<file path="src/rtl/noc_pkg.sv">
package noc_pkg;
  localparam int NPORT    = 5;
  localparam int P_LOCAL  = 0;
  localparam int P_NORTH  = 1;
  localparam int P_SOUTH  = 2;
  localparam int P_EAST   = 3;
  localparam int P_WEST   = 4;
  localparam int NODE_W   = 10;
  localparam int CNT_W    = 3;
  localparam int DST_LSB  = 0;
  localparam int SRC_LSB  = 10;
  localparam int CNT_LSB  = 20;
  localparam int HDR_BITS = 23;
  localparam int MAX_BODY = 7;

  function automatic logic [NODE_W-1:0] hdr_dst(input logic [HDR_BITS-1:0] h);
    return h[DST_LSB +: NODE_W];
  endfunction

  function automatic logic [CNT_W-1:0] hdr_cnt(input logic [HDR_BITS-1:0] h);
    return h[CNT_LSB +: CNT_W];
  endfunction
endpackage

</file>
<file path="src/rtl/flit_fifo.sv">
module flit_fifo
  import noc_pkg::*;
#(
  parameter int W       = 36,
  parameter int DEPTH   = 8,
  parameter bit CT      = 1'b0,
  parameter int MAX_PKT = 8
) (
  input  logic         clk,
  input  logic         rst,
  input  logic         wr_valid,
  input  logic [W-1:0] wr_data,
  output logic         wr_ready,
  input  logic         rd_pop,
  output logic [W-1:0] rd_data,
  output logic         rd_empty
);
  localparam int AW = (DEPTH > 1) ? $clog2(DEPTH) : 1;
  localparam int CW = $clog2(DEPTH + 1);

  logic [W-1:0]     mem [DEPTH];
  logic [AW-1:0]    wp, rp;
  logic [CW-1:0]    cnt, free;
  logic [CNT_W-1:0] wr_left;
  logic             full, push, pop;

  assign full     = (cnt == CW'(DEPTH));
  assign free     = CW'(DEPTH) - cnt;
  assign wr_ready = (CT && wr_left == '0) ? (free >= CW'(MAX_PKT)) : !full;
  assign push     = wr_valid & wr_ready;
  assign rd_empty = (cnt == '0);
  assign pop      = rd_pop & ~rd_empty;
  assign rd_data  = mem[rp];

  always_ff @(posedge clk) begin
    if (push) mem[wp] <= wr_data;
  end

  always_ff @(posedge clk) begin
    if (rst) begin
      wp      <= '0;
      rp      <= '0;
      cnt     <= '0;
      wr_left <= '0;
    end else begin
      if (push) begin
        wp      <= (wp == AW'(DEPTH - 1)) ? '0 : wp + 1'b1;
        wr_left <= (wr_left == '0) ? hdr_cnt(wr_data[HDR_BITS-1:0]) : wr_left - 1'b1;
      end
      if (pop) rp <= (rp == AW'(DEPTH - 1)) ? '0 : rp + 1'b1;
      cnt <= cnt + CW'(push) - CW'(pop);
    end
  end


  no_overflow_chk: assert property (@(posedge clk) disable iff (rst) cnt <= CW'(DEPTH));

  no_underflow_chk: assert property (@(posedge clk) disable iff (rst) rd_pop |-> !rd_empty);
endmodule

</file>
<file path="src/rtl/route_unit.sv">
module route_unit
  import noc_pkg::*;
#(
  parameter int MESH_W = 4,
  parameter int POS_X  = 0,
  parameter int POS_Y  = 0,
  parameter bit YX     = 1'b0
) (
  input  logic [NODE_W-1:0] dst,
  output logic [NPORT-1:0]  port_oh
);
  logic [NODE_W-1:0] dx, dy;
  logic go_e, go_w, go_n, go_s;

  assign dx   = dst % NODE_W'(MESH_W);
  assign dy   = dst / NODE_W'(MESH_W);
  assign go_e = dx > NODE_W'(POS_X);
  assign go_w = dx < NODE_W'(POS_X);
  assign go_n = dy > NODE_W'(POS_Y);
  assign go_s = dy < NODE_W'(POS_Y);

  generate
    if (YX) begin : g_yx
      always_comb begin
        port_oh = '0;
        if (go_n)      port_oh[P_NORTH] = 1'b1;
        else if (go_s) port_oh[P_SOUTH] = 1'b1;
        else if (go_e) port_oh[P_EAST]  = 1'b1;
        else if (go_w) port_oh[P_WEST]  = 1'b1;
        else           port_oh[P_LOCAL] = 1'b1;
      end
    end else begin : g_xy
      always_comb begin
        port_oh = '0;
        if (go_e)      port_oh[P_EAST]  = 1'b1;
        else if (go_w) port_oh[P_WEST]  = 1'b1;
        else if (go_n) port_oh[P_NORTH] = 1'b1;
        else if (go_s) port_oh[P_SOUTH] = 1'b1;
        else           port_oh[P_LOCAL] = 1'b1;
      end
    end
  endgenerate
endmodule

</file>
<file path="src/rtl/rr_arbiter.sv">
module rr_arbiter #(
  parameter int N = 5
) (
  input  logic         clk,
  input  logic         rst,
  input  logic [N-1:0] req,
  input  logic         advance,
  output logic [N-1:0] grant
);
  localparam int IW = (N > 1) ? $clog2(N) : 1;

  logic [IW-1:0] last_q;

  always_comb begin
    logic found;
    found = 1'b0;
    grant = '0;
    for (int k = 1; k <= N; k++) begin
      int idx;
      idx = (int'(last_q) + k) % N;
      if (!found && req[idx]) begin
        grant[idx] = 1'b1;
        found      = 1'b1;
      end
    end
  end

  always_ff @(posedge clk) begin
    if (rst) begin
      last_q <= IW'(N - 1);
    end else if (advance) begin
      for (int i = 0; i < N; i++) begin
        if (grant[i]) last_q <= IW'(i);
      end
    end
  end


  grant_onehot_chk: assert property (@(posedge clk) disable iff (rst)
    $onehot0(grant) && ((grant & ~req) == '0));

  grant_rotates_chk: assert property (@(posedge clk) disable iff (rst)
    (advance && $countones(req) > 1) |=> (grant != $past(grant)) || (req != $past(req)));
endmodule

</file>
<file path="src/rtl/noc_router.sv">
module noc_router
  import noc_pkg::*;
#(
  parameter int MESH_W      = 4,
  parameter int MESH_H      = 4,
  parameter int POS_X       = 1,
  parameter int POS_Y       = 1,
  parameter bit ROUTE_YX    = 1'b0,
  parameter int FLIT_W      = 36,
  parameter int FIFO_DEPTH  = 8,
  parameter bit CUT_THROUGH = 1'b0
) (
  input  logic                    clk,
  input  logic                    rst,
  input  logic [NPORT-1:0]        in_valid,
  input  logic [NPORT*FLIT_W-1:0] in_data,
  output logic [NPORT-1:0]        in_ready,
  output logic [NPORT-1:0]        out_valid,
  output logic [NPORT*FLIT_W-1:0] out_data,
  input  logic [NPORT-1:0]        out_ready
);
  localparam int MAX_PKT = MAX_BODY + 1;
  localparam int IDX_W   = 3;
  localparam logic [NPORT-1:0] BUILT = {POS_X > 0, POS_X < MESH_W - 1,
                                        POS_Y > 0, POS_Y < MESH_H - 1, 1'b1};

  logic [FLIT_W-1:0] head      [NPORT];
  logic [NPORT-1:0]  route     [NPORT];
  logic [CNT_W-1:0]  body_left [NPORT];
  logic [NPORT-1:0]  sel       [NPORT];  // sel[o][i]: output o takes the head of input i
  logic [NPORT-1:0]  req       [NPORT];  // req[o][i]: input i holds a header for output o
  logic [NPORT-1:0]  empty, pop;

  always_comb begin
    for (int i = 0; i < NPORT; i++) begin
      pop[i] = 1'b0;
      for (int o = 0; o < NPORT; o++) pop[i] = pop[i] | sel[o][i];
    end
  end

  always_comb begin
    for (int o = 0; o < NPORT; o++)
      for (int i = 0; i < NPORT; i++)
        req[o][i] = BUILT[i] & ~empty[i] & (body_left[i] == '0) & route[i][o];
  end

  for (genvar gi = 0; gi < NPORT; gi++) begin : g_in
    if (BUILT[gi]) begin : g_on
      logic [NODE_W-1:0] dst;

      flit_fifo #(.W(FLIT_W), .DEPTH(FIFO_DEPTH), .CT(CUT_THROUGH), .MAX_PKT(MAX_PKT)) u_fifo (
        .clk(clk), .rst(rst),
        .wr_valid(in_valid[gi]), .wr_data(in_data[gi*FLIT_W +: FLIT_W]), .wr_ready(in_ready[gi]),
        .rd_pop(pop[gi]), .rd_data(head[gi]), .rd_empty(empty[gi])
      );

      assign dst = hdr_dst(head[gi][HDR_BITS-1:0]);

      route_unit #(.MESH_W(MESH_W), .POS_X(POS_X), .POS_Y(POS_Y), .YX(ROUTE_YX)) u_route (
        .dst(dst), .port_oh(route[gi])
      );

      always_ff @(posedge clk) begin
        if (rst) body_left[gi] <= '0;
        else if (pop[gi])
          body_left[gi] <= (body_left[gi] == '0) ? hdr_cnt(head[gi][HDR_BITS-1:0])
                                                 : body_left[gi] - 1'b1;
      end
    end else begin : g_off
      logic unused_in;
      assign unused_in     = ^{in_valid[gi], in_data[gi*FLIT_W +: FLIT_W]};
      assign in_ready[gi]  = 1'b0;
      assign head[gi]      = '0;
      assign empty[gi]     = 1'b1;
      assign route[gi]     = '0;
      assign body_left[gi] = '0;
    end
  end

  for (genvar go = 0; go < NPORT; go++) begin : g_out
    if (BUILT[go]) begin : g_on
      logic              lock_q, ov_q;
      logic [IDX_W-1:0]  owner_q, gidx;
      logic [FLIT_W-1:0] od_q, mux_flit;
      logic [NPORT-1:0]  grant, owner_oh;
      logic              space, take, serve, last_body;

      assign space     = ~ov_q | out_ready[go];
      assign take      = ~lock_q & space & (|req[go]);
      assign owner_oh  = NPORT'(1) << owner_q;
      assign serve     = lock_q & space & ~empty[owner_q];
      assign last_body = (body_left[owner_q] == CNT_W'(1));
      assign sel[go]   = take ? grant : (serve ? owner_oh : '0);

      rr_arbiter #(.N(NPORT)) u_arb (
        .clk(clk), .rst(rst), .req(req[go]), .advance(take), .grant(grant)
      );

      always_comb begin
        mux_flit = '0;
        gidx     = '0;
        for (int i = 0; i < NPORT; i++) begin
          if (sel[go][i]) mux_flit = mux_flit | head[i];
          if (grant[i])   gidx     = IDX_W'(i);
        end
      end

      always_ff @(posedge clk) begin
        if (rst) begin
          lock_q  <= 1'b0;
          owner_q <= '0;
          ov_q    <= 1'b0;
          od_q    <= '0;
        end else begin
          if (|sel[go]) begin
            ov_q <= 1'b1;
            od_q <= mux_flit;
          end else if (out_ready[go]) begin
            ov_q <= 1'b0;
          end
          if (take && hdr_cnt(mux_flit[HDR_BITS-1:0]) != '0) begin
            lock_q  <= 1'b1;
            owner_q <= gidx;
          end else if (serve && last_body) begin
            lock_q <= 1'b0;
          end
        end
      end

      assign out_valid[go]                 = ov_q;
      assign out_data[go*FLIT_W +: FLIT_W] = od_q;


      lock_owner_chk: assert property (@(posedge clk) disable iff (rst)
        lock_q |-> body_left[owner_q] != '0);

      hold_stall_chk: assert property (@(posedge clk) disable iff (rst)
        (out_valid[go] && !out_ready[go]) |=> (out_valid[go] && $stable(out_data[go*FLIT_W +: FLIT_W])));
    end else begin : g_off
      logic unused_out;
      assign unused_out                    = out_ready[go] ^ (|req[go]);
      assign out_valid[go]                 = 1'b0;
      assign out_data[go*FLIT_W +: FLIT_W] = '0;
      assign sel[go]                       = '0;
    end
  end
endmodule

</file>
<file path="config.mk">
export PLATFORM = sky130hd
export DESIGN_NAME = noc_router
export DESIGN_NICKNAME = d
export VERILOG_FILES = /design/src/rtl/noc_pkg.sv /design/src/rtl/flit_fifo.sv /design/src/rtl/route_unit.sv /design/src/rtl/rr_arbiter.sv /design/src/rtl/noc_router.sv
export SDC_FILE = /design/constraint.sdc
export NUM_CORES = 2
export LEC_CHECK = 0
export CAP_MARGIN = 40
export CELL_PAD_IN_SITES_DETAIL_PLACEMENT = 1
export CELL_PAD_IN_SITES_GLOBAL_PLACEMENT = 2
export CORE_MARGIN = 2
export CORE_UTILIZATION = 50
export CTS_CLUSTER_DIAMETER = 60
export CTS_CLUSTER_SIZE = 20
export DETAILED_ROUTE_END_ITERATION = 6
export DONT_BUFFER_PORTS = 1
export PLACE_DENSITY_LB_ADDON = 0.1
export RECOVER_POWER = 100
export SETUP_SLACK_MARGIN = 0.2
export SLEW_MARGIN = 5
export SYNTH_ARGS = -nofsm -noshare
export SYNTH_HDL_FRONTEND = slang
export SYNTH_SLANG_ARGS = --single-unit
</file>
<file path="constraint.sdc">
create_clock -name clk -period 16.7 [get_ports clk]
set_clock_uncertainty 0.15 [all_clocks]
set_input_delay 1.67 -clock clk [delete_from_list [all_inputs] [get_ports clk]]
set_output_delay 1.67 -clock clk [all_outputs]
set_load 0.05 [all_outputs]
</file>
==> impl_metrics.json <==
{
  "antenna_found_initial": 7,
  "worstRegToRegCells": 23,
  "yosysSeqAreaShare_pct": 59.4,
  "antenna_left": 0,
  "grt_max_degree": 295,
  "clkSinkCount": 1755,
  "dpl.hpwl_mm": 193,
  "initial_utilization_pct": 50.2,
  "r2r-end": "g_out[4].g_on.od_q[29]$_SDFFE_PP0P_",
  "cts_hold_buf": 0,
  "syn-num-nets": 6365,
  "slowest_stage": "nor4b_1",
  "register_area_um2": 49700,
  "crit_chain": "inv_1 -> ha_1 -> xnor2_1 -> inv_1 -> ha_1 -> nor2_1 -> a21oi_1 -> xnor2_1 -> ha_1 -> nor2b_1 -> o32ai_1 -> nand3_1 -> a211oi_1 -> a31o_2 -> a211oi_1 -> nand4_1 -> o211ai_1 -> a22o_2 -> clkbuf_1 -> nor4b_1 -> clkbuf_1 -> nand2_1 -> a31oi_1",
  "crit_arrival_ns": 12.21,
  "dr.pass1.iters": 7,
  "first_global_vias": 57209,
  "remaining_drc_errors": 81,
  "synth_top_cell_by_area": "edfxtp_1",
  "drive_gt1_share_pct": 16.1,
  "p_per_area_nw_per_um2": 167,
  "core_um2": 167000,
  "syn_area_per_cell_um2": 14.1,
  "syn_area_um2": 83600,
  "ir_worst_vdd_uv": 170,
  "fin_crit_sh_pct": 69.8,
  "p_total_uw": 15100,
  "cp.required_ns": 17.25,
  "max_freq_ghz": 0.0857,
  "synth_flop_cell": "edfxtp_1",
  "ys_top_cells_by_area": "edfxtp_1, mux4_2, dfxtp_1",
  "ys.warnings.count": 0,
  "drv_slew": 1893,
  "wl_mm": 284,
  "finalHoldViolCount": 0,
  "cp_max_fo": 35,
  "layout_min_cycle_time_ns": 11.66,
  "cts_tree": "yes",
  "clk_pin_slew_ns": 0.07,
  "ys_async_sr_fraction_pct": 0,
  "cp_common_cell": "ha_1",
  "cts_htree_levels": 4,
  "crit_start": "g_out[4].g_on.u_arb.last_q[1]$_SDFFE_PP0P_",
  "die_height_um": 413,
  "vias_per_cell": 6.85,
  "finalWorstSetupSlack_ns": 5.04,
  "synth_common_cells": "edfxtp_1, nand2_1, mux4_2",
  "clockBufferDepth": 3,
  "ios": 382,
  "wl_per_cell_um": 34.7,
  "vias": 56019,
  "post_cts_resized": 0,
  "ys_seq_elements": 1755,
  "rsz0062_at_grt": "no",
  "synth.most_common_cell": "edfxtp_1",
  "cp-endpoint": "g_out[4].g_on.od_q[29]$_SDFFE_PP0P_",
  "port_buffers": 0,
  "nFillCells": 16030,
  "insertion_delay_ns": 0.82,
  "setup_viol": 0,
  "worstMarginPinSlew_ns": 3.32,
  "cts_buffers": 132,
  "syn_to_final_growth_pct": 7.99,
  "synth_top_area_share_pct": 52.3,
  "max_stage_delay_ns": 2.13,
  "rrSetupSlack_ns": 5.04,
  "final_nets": 6291,
  "status": "complete, but fails checks",
  "drt-initial-drc-count": 6561,
  "routabilityCongestion": 0.909,
  "cp-end-kind": "flip-flop",
  "maxSlewHeadroom_pct": -121,
  "dp_slack_ns": 7.55,
  "grt_overflow_total": 0,
  "synth_cell_type_count": 103,
  "power_leakage_uw": 0.0284,
  "dieWidth_um": 413,
  "violations": "DRC, capacitance limit, slew limit",
  "multi_input_area_um2": 31800,
  "rows": 150,
  "start_kind": "flip-flop",
  "synth_edf_count": 1455,
  "cap_violations": 56,
  "hold_path.class": "flip-flop to flip-flop",
  "tns_ns": 0,
  "root_buffer": "clkbuf_16",
  "syn_inst": 5943,
  "cts_setup_buffers": 0,
  "rr_startpoint": "g_out[4].g_on.u_arb.last_q[1]$_SDFFE_PP0P_",
  "crit_type": "flip-flop to flip-flop",
  "die_area_um2": 170000,
  "grtUsageTotal_pct": 33.0,
  "grt_pass1_wl_mm": 408
}
[power by group]
part | internal [uW] | total [uW] | switching [uW]
Sequential | 5100 | 5700 | 594
Combinational | 2090 | 6170 | 4070
Clock | 1620 | 3260 | 1630
Total | 8820 | 15100 | 6300
[layer usage]
metal | wire (um) | vias to the layer above | track usage [%] | part of all wire, %
met5 | 49 | - | 0 | 0.017
met1 | 107000 | 29056 | 41.1 | 38
met2 | 132000 | 2556 | 52.3 | 47
met4 | 13800 | 8 | 14.6 | 4.9
met3 | 30300 | 556 | 11.3 | 11
li1 | - | 23843 | - | -
[cells in the final DEF (no fill, tap or decap), drive strengths merged, types with 35 or more instances in the layout]
| cell | synthesis | layout |
|---|---|---|
| nand2 | 420 | 420 |
| nand2b | 65 | 65 |
| nor2b | 70 | 70 |
| ha | 224 | 224 |
| nand3 | 63 | 63 |
| nor2 | 240 | 240 |
| clkinv | 6 | 35 |
| a211oi | 48 | 48 |
| inv | 202 | 232 |
| nor4 | 39 | 39 |
| buf | 107 | 68 |
| and2 | 42 | 42 |
| dfxtp | 300 | 300 |
| a22oi | 154 | 154 |
| mux2 | 203 | 203 |
| mux4 | 372 | 372 |
| a31oi | 193 | 193 |
| clkbuf | 241 | 228 |
| o211ai | 58 | 58 |
| mux2i | 58 | 58 |
| a222oi | 170 | 170 |
| a21oi | 201 | 201 |
| o21ai | 130 | 130 |
| edfxtp | 1455 | 1455 |
| nor3 | 137 | 137 |
| or3 | 43 | 43 |
| xnor2 | 55 | 55 |
[state kept, by name, summed over array words and instances, names as in the netlist, named ones only]
| signal | cells |
|---|---|
| body_left | 15 |
| g_in.g_on.u_fifo.cnt | 20 |
| g_in.g_on.u_fifo.mem | 1440 |
| g_in.g_on.u_fifo.rp | 15 |
| g_in.g_on.u_fifo.wp | 15 |
| g_out.g_on.lock_q | 5 |
| g_out.g_on.od_q | 180 |
| g_out.g_on.ov_q | 5 |
| g_out.g_on.owner_q | 15 |
| g_out.g_on.u_arb.last_q | 15 |
[metrics by stage]
stage | hold WS (ns) | cells | utilization [%] | cell area [um^2]
floorplan | 0.300 | 5943 | - | 83600
global placement | 0.308 | 7911 | 51.7 | 86200
detailed placement | 0.315 | 7935 | 51.9 | 86500
CTS | 0.325 | 8163 | 54.5 | 90800
global route | 0.357 | 8167 | 54.2 | 90300
finish | 0.324 | 8172 | 54.2 | 90300
[critical path, delay by kind of cell (launching register included)]
kind / cells / cell delay (ns)
fa+ha+maj: 3 / 0.97
buf+inv: 4 / 3.35
simple gates: 6 / 3.00
flops: 1 / 0.70
compound gates: 8 / 2.43
xor+xnor: 2 / 0.86
[how the worst min path moves through the flow]
stage,startpoint,depth (start not counted),end,slack (ns)
after floorplan,g_out[4].g_on.lock_q$_SDFFE_PP0P_,2,g_out[4].g_on.lock_q$_SDFFE_PP0P_,0.30
after global placement,g_in[3].g_on.u_fifo.rp[1]$_SDFFE_PP0P_,2,flip-flop,0.31
after detailed placement,g_out[4].g_on.lock_q$_SDFFE_PP0P_,2,g_out[4].g_on.lock_q$_SDFFE_PP0P_,0.32
after CTS,g_out[4].g_on.lock_q$_SDFFE_PP0P_,2,g_out[4].g_on.lock_q$_SDFFE_PP0P_,0.32
after global routing,g_out[4].g_on.lock_q$_SDFFE_PP0P_,2,g_out[4].g_on.lock_q$_SDFFE_PP0P_,0.36
final,g_out[4].g_on.lock_q$_SDFFE_PP0P_,2,g_out[4].g_on.lock_q$_SDFFE_PP0P_,0.32
[area by class of cell]
| type | count | area share (%) |
|---|---|---|
| diodes | 5 | 0.0139 |
| clock buffers | 159 | 3.91 |
| clock inverters | 69 | 0.820 |
| inverters | 208 | 0.865 |
| multi-input cells | 3632 | 35.3 |
| flip-flops and latches | 1755 | 55.1 |
| well taps | 2204 | 3.05 |
| repair buffers | 140 | 0.985 |
[logic make-up after synthesis]
logic type	share of synthesized area, %
flip-flops	59.4
AO/OA/AOI/OAI	12.0
AND/OR/NAND/NOR	8.24
multiplexers	13.4
buffers and inverters	2.68
adder cells (fa/ha/maj)	3.50
XOR/XNOR	0.648
No activity file was read; power rests on OpenSTA's default activity.
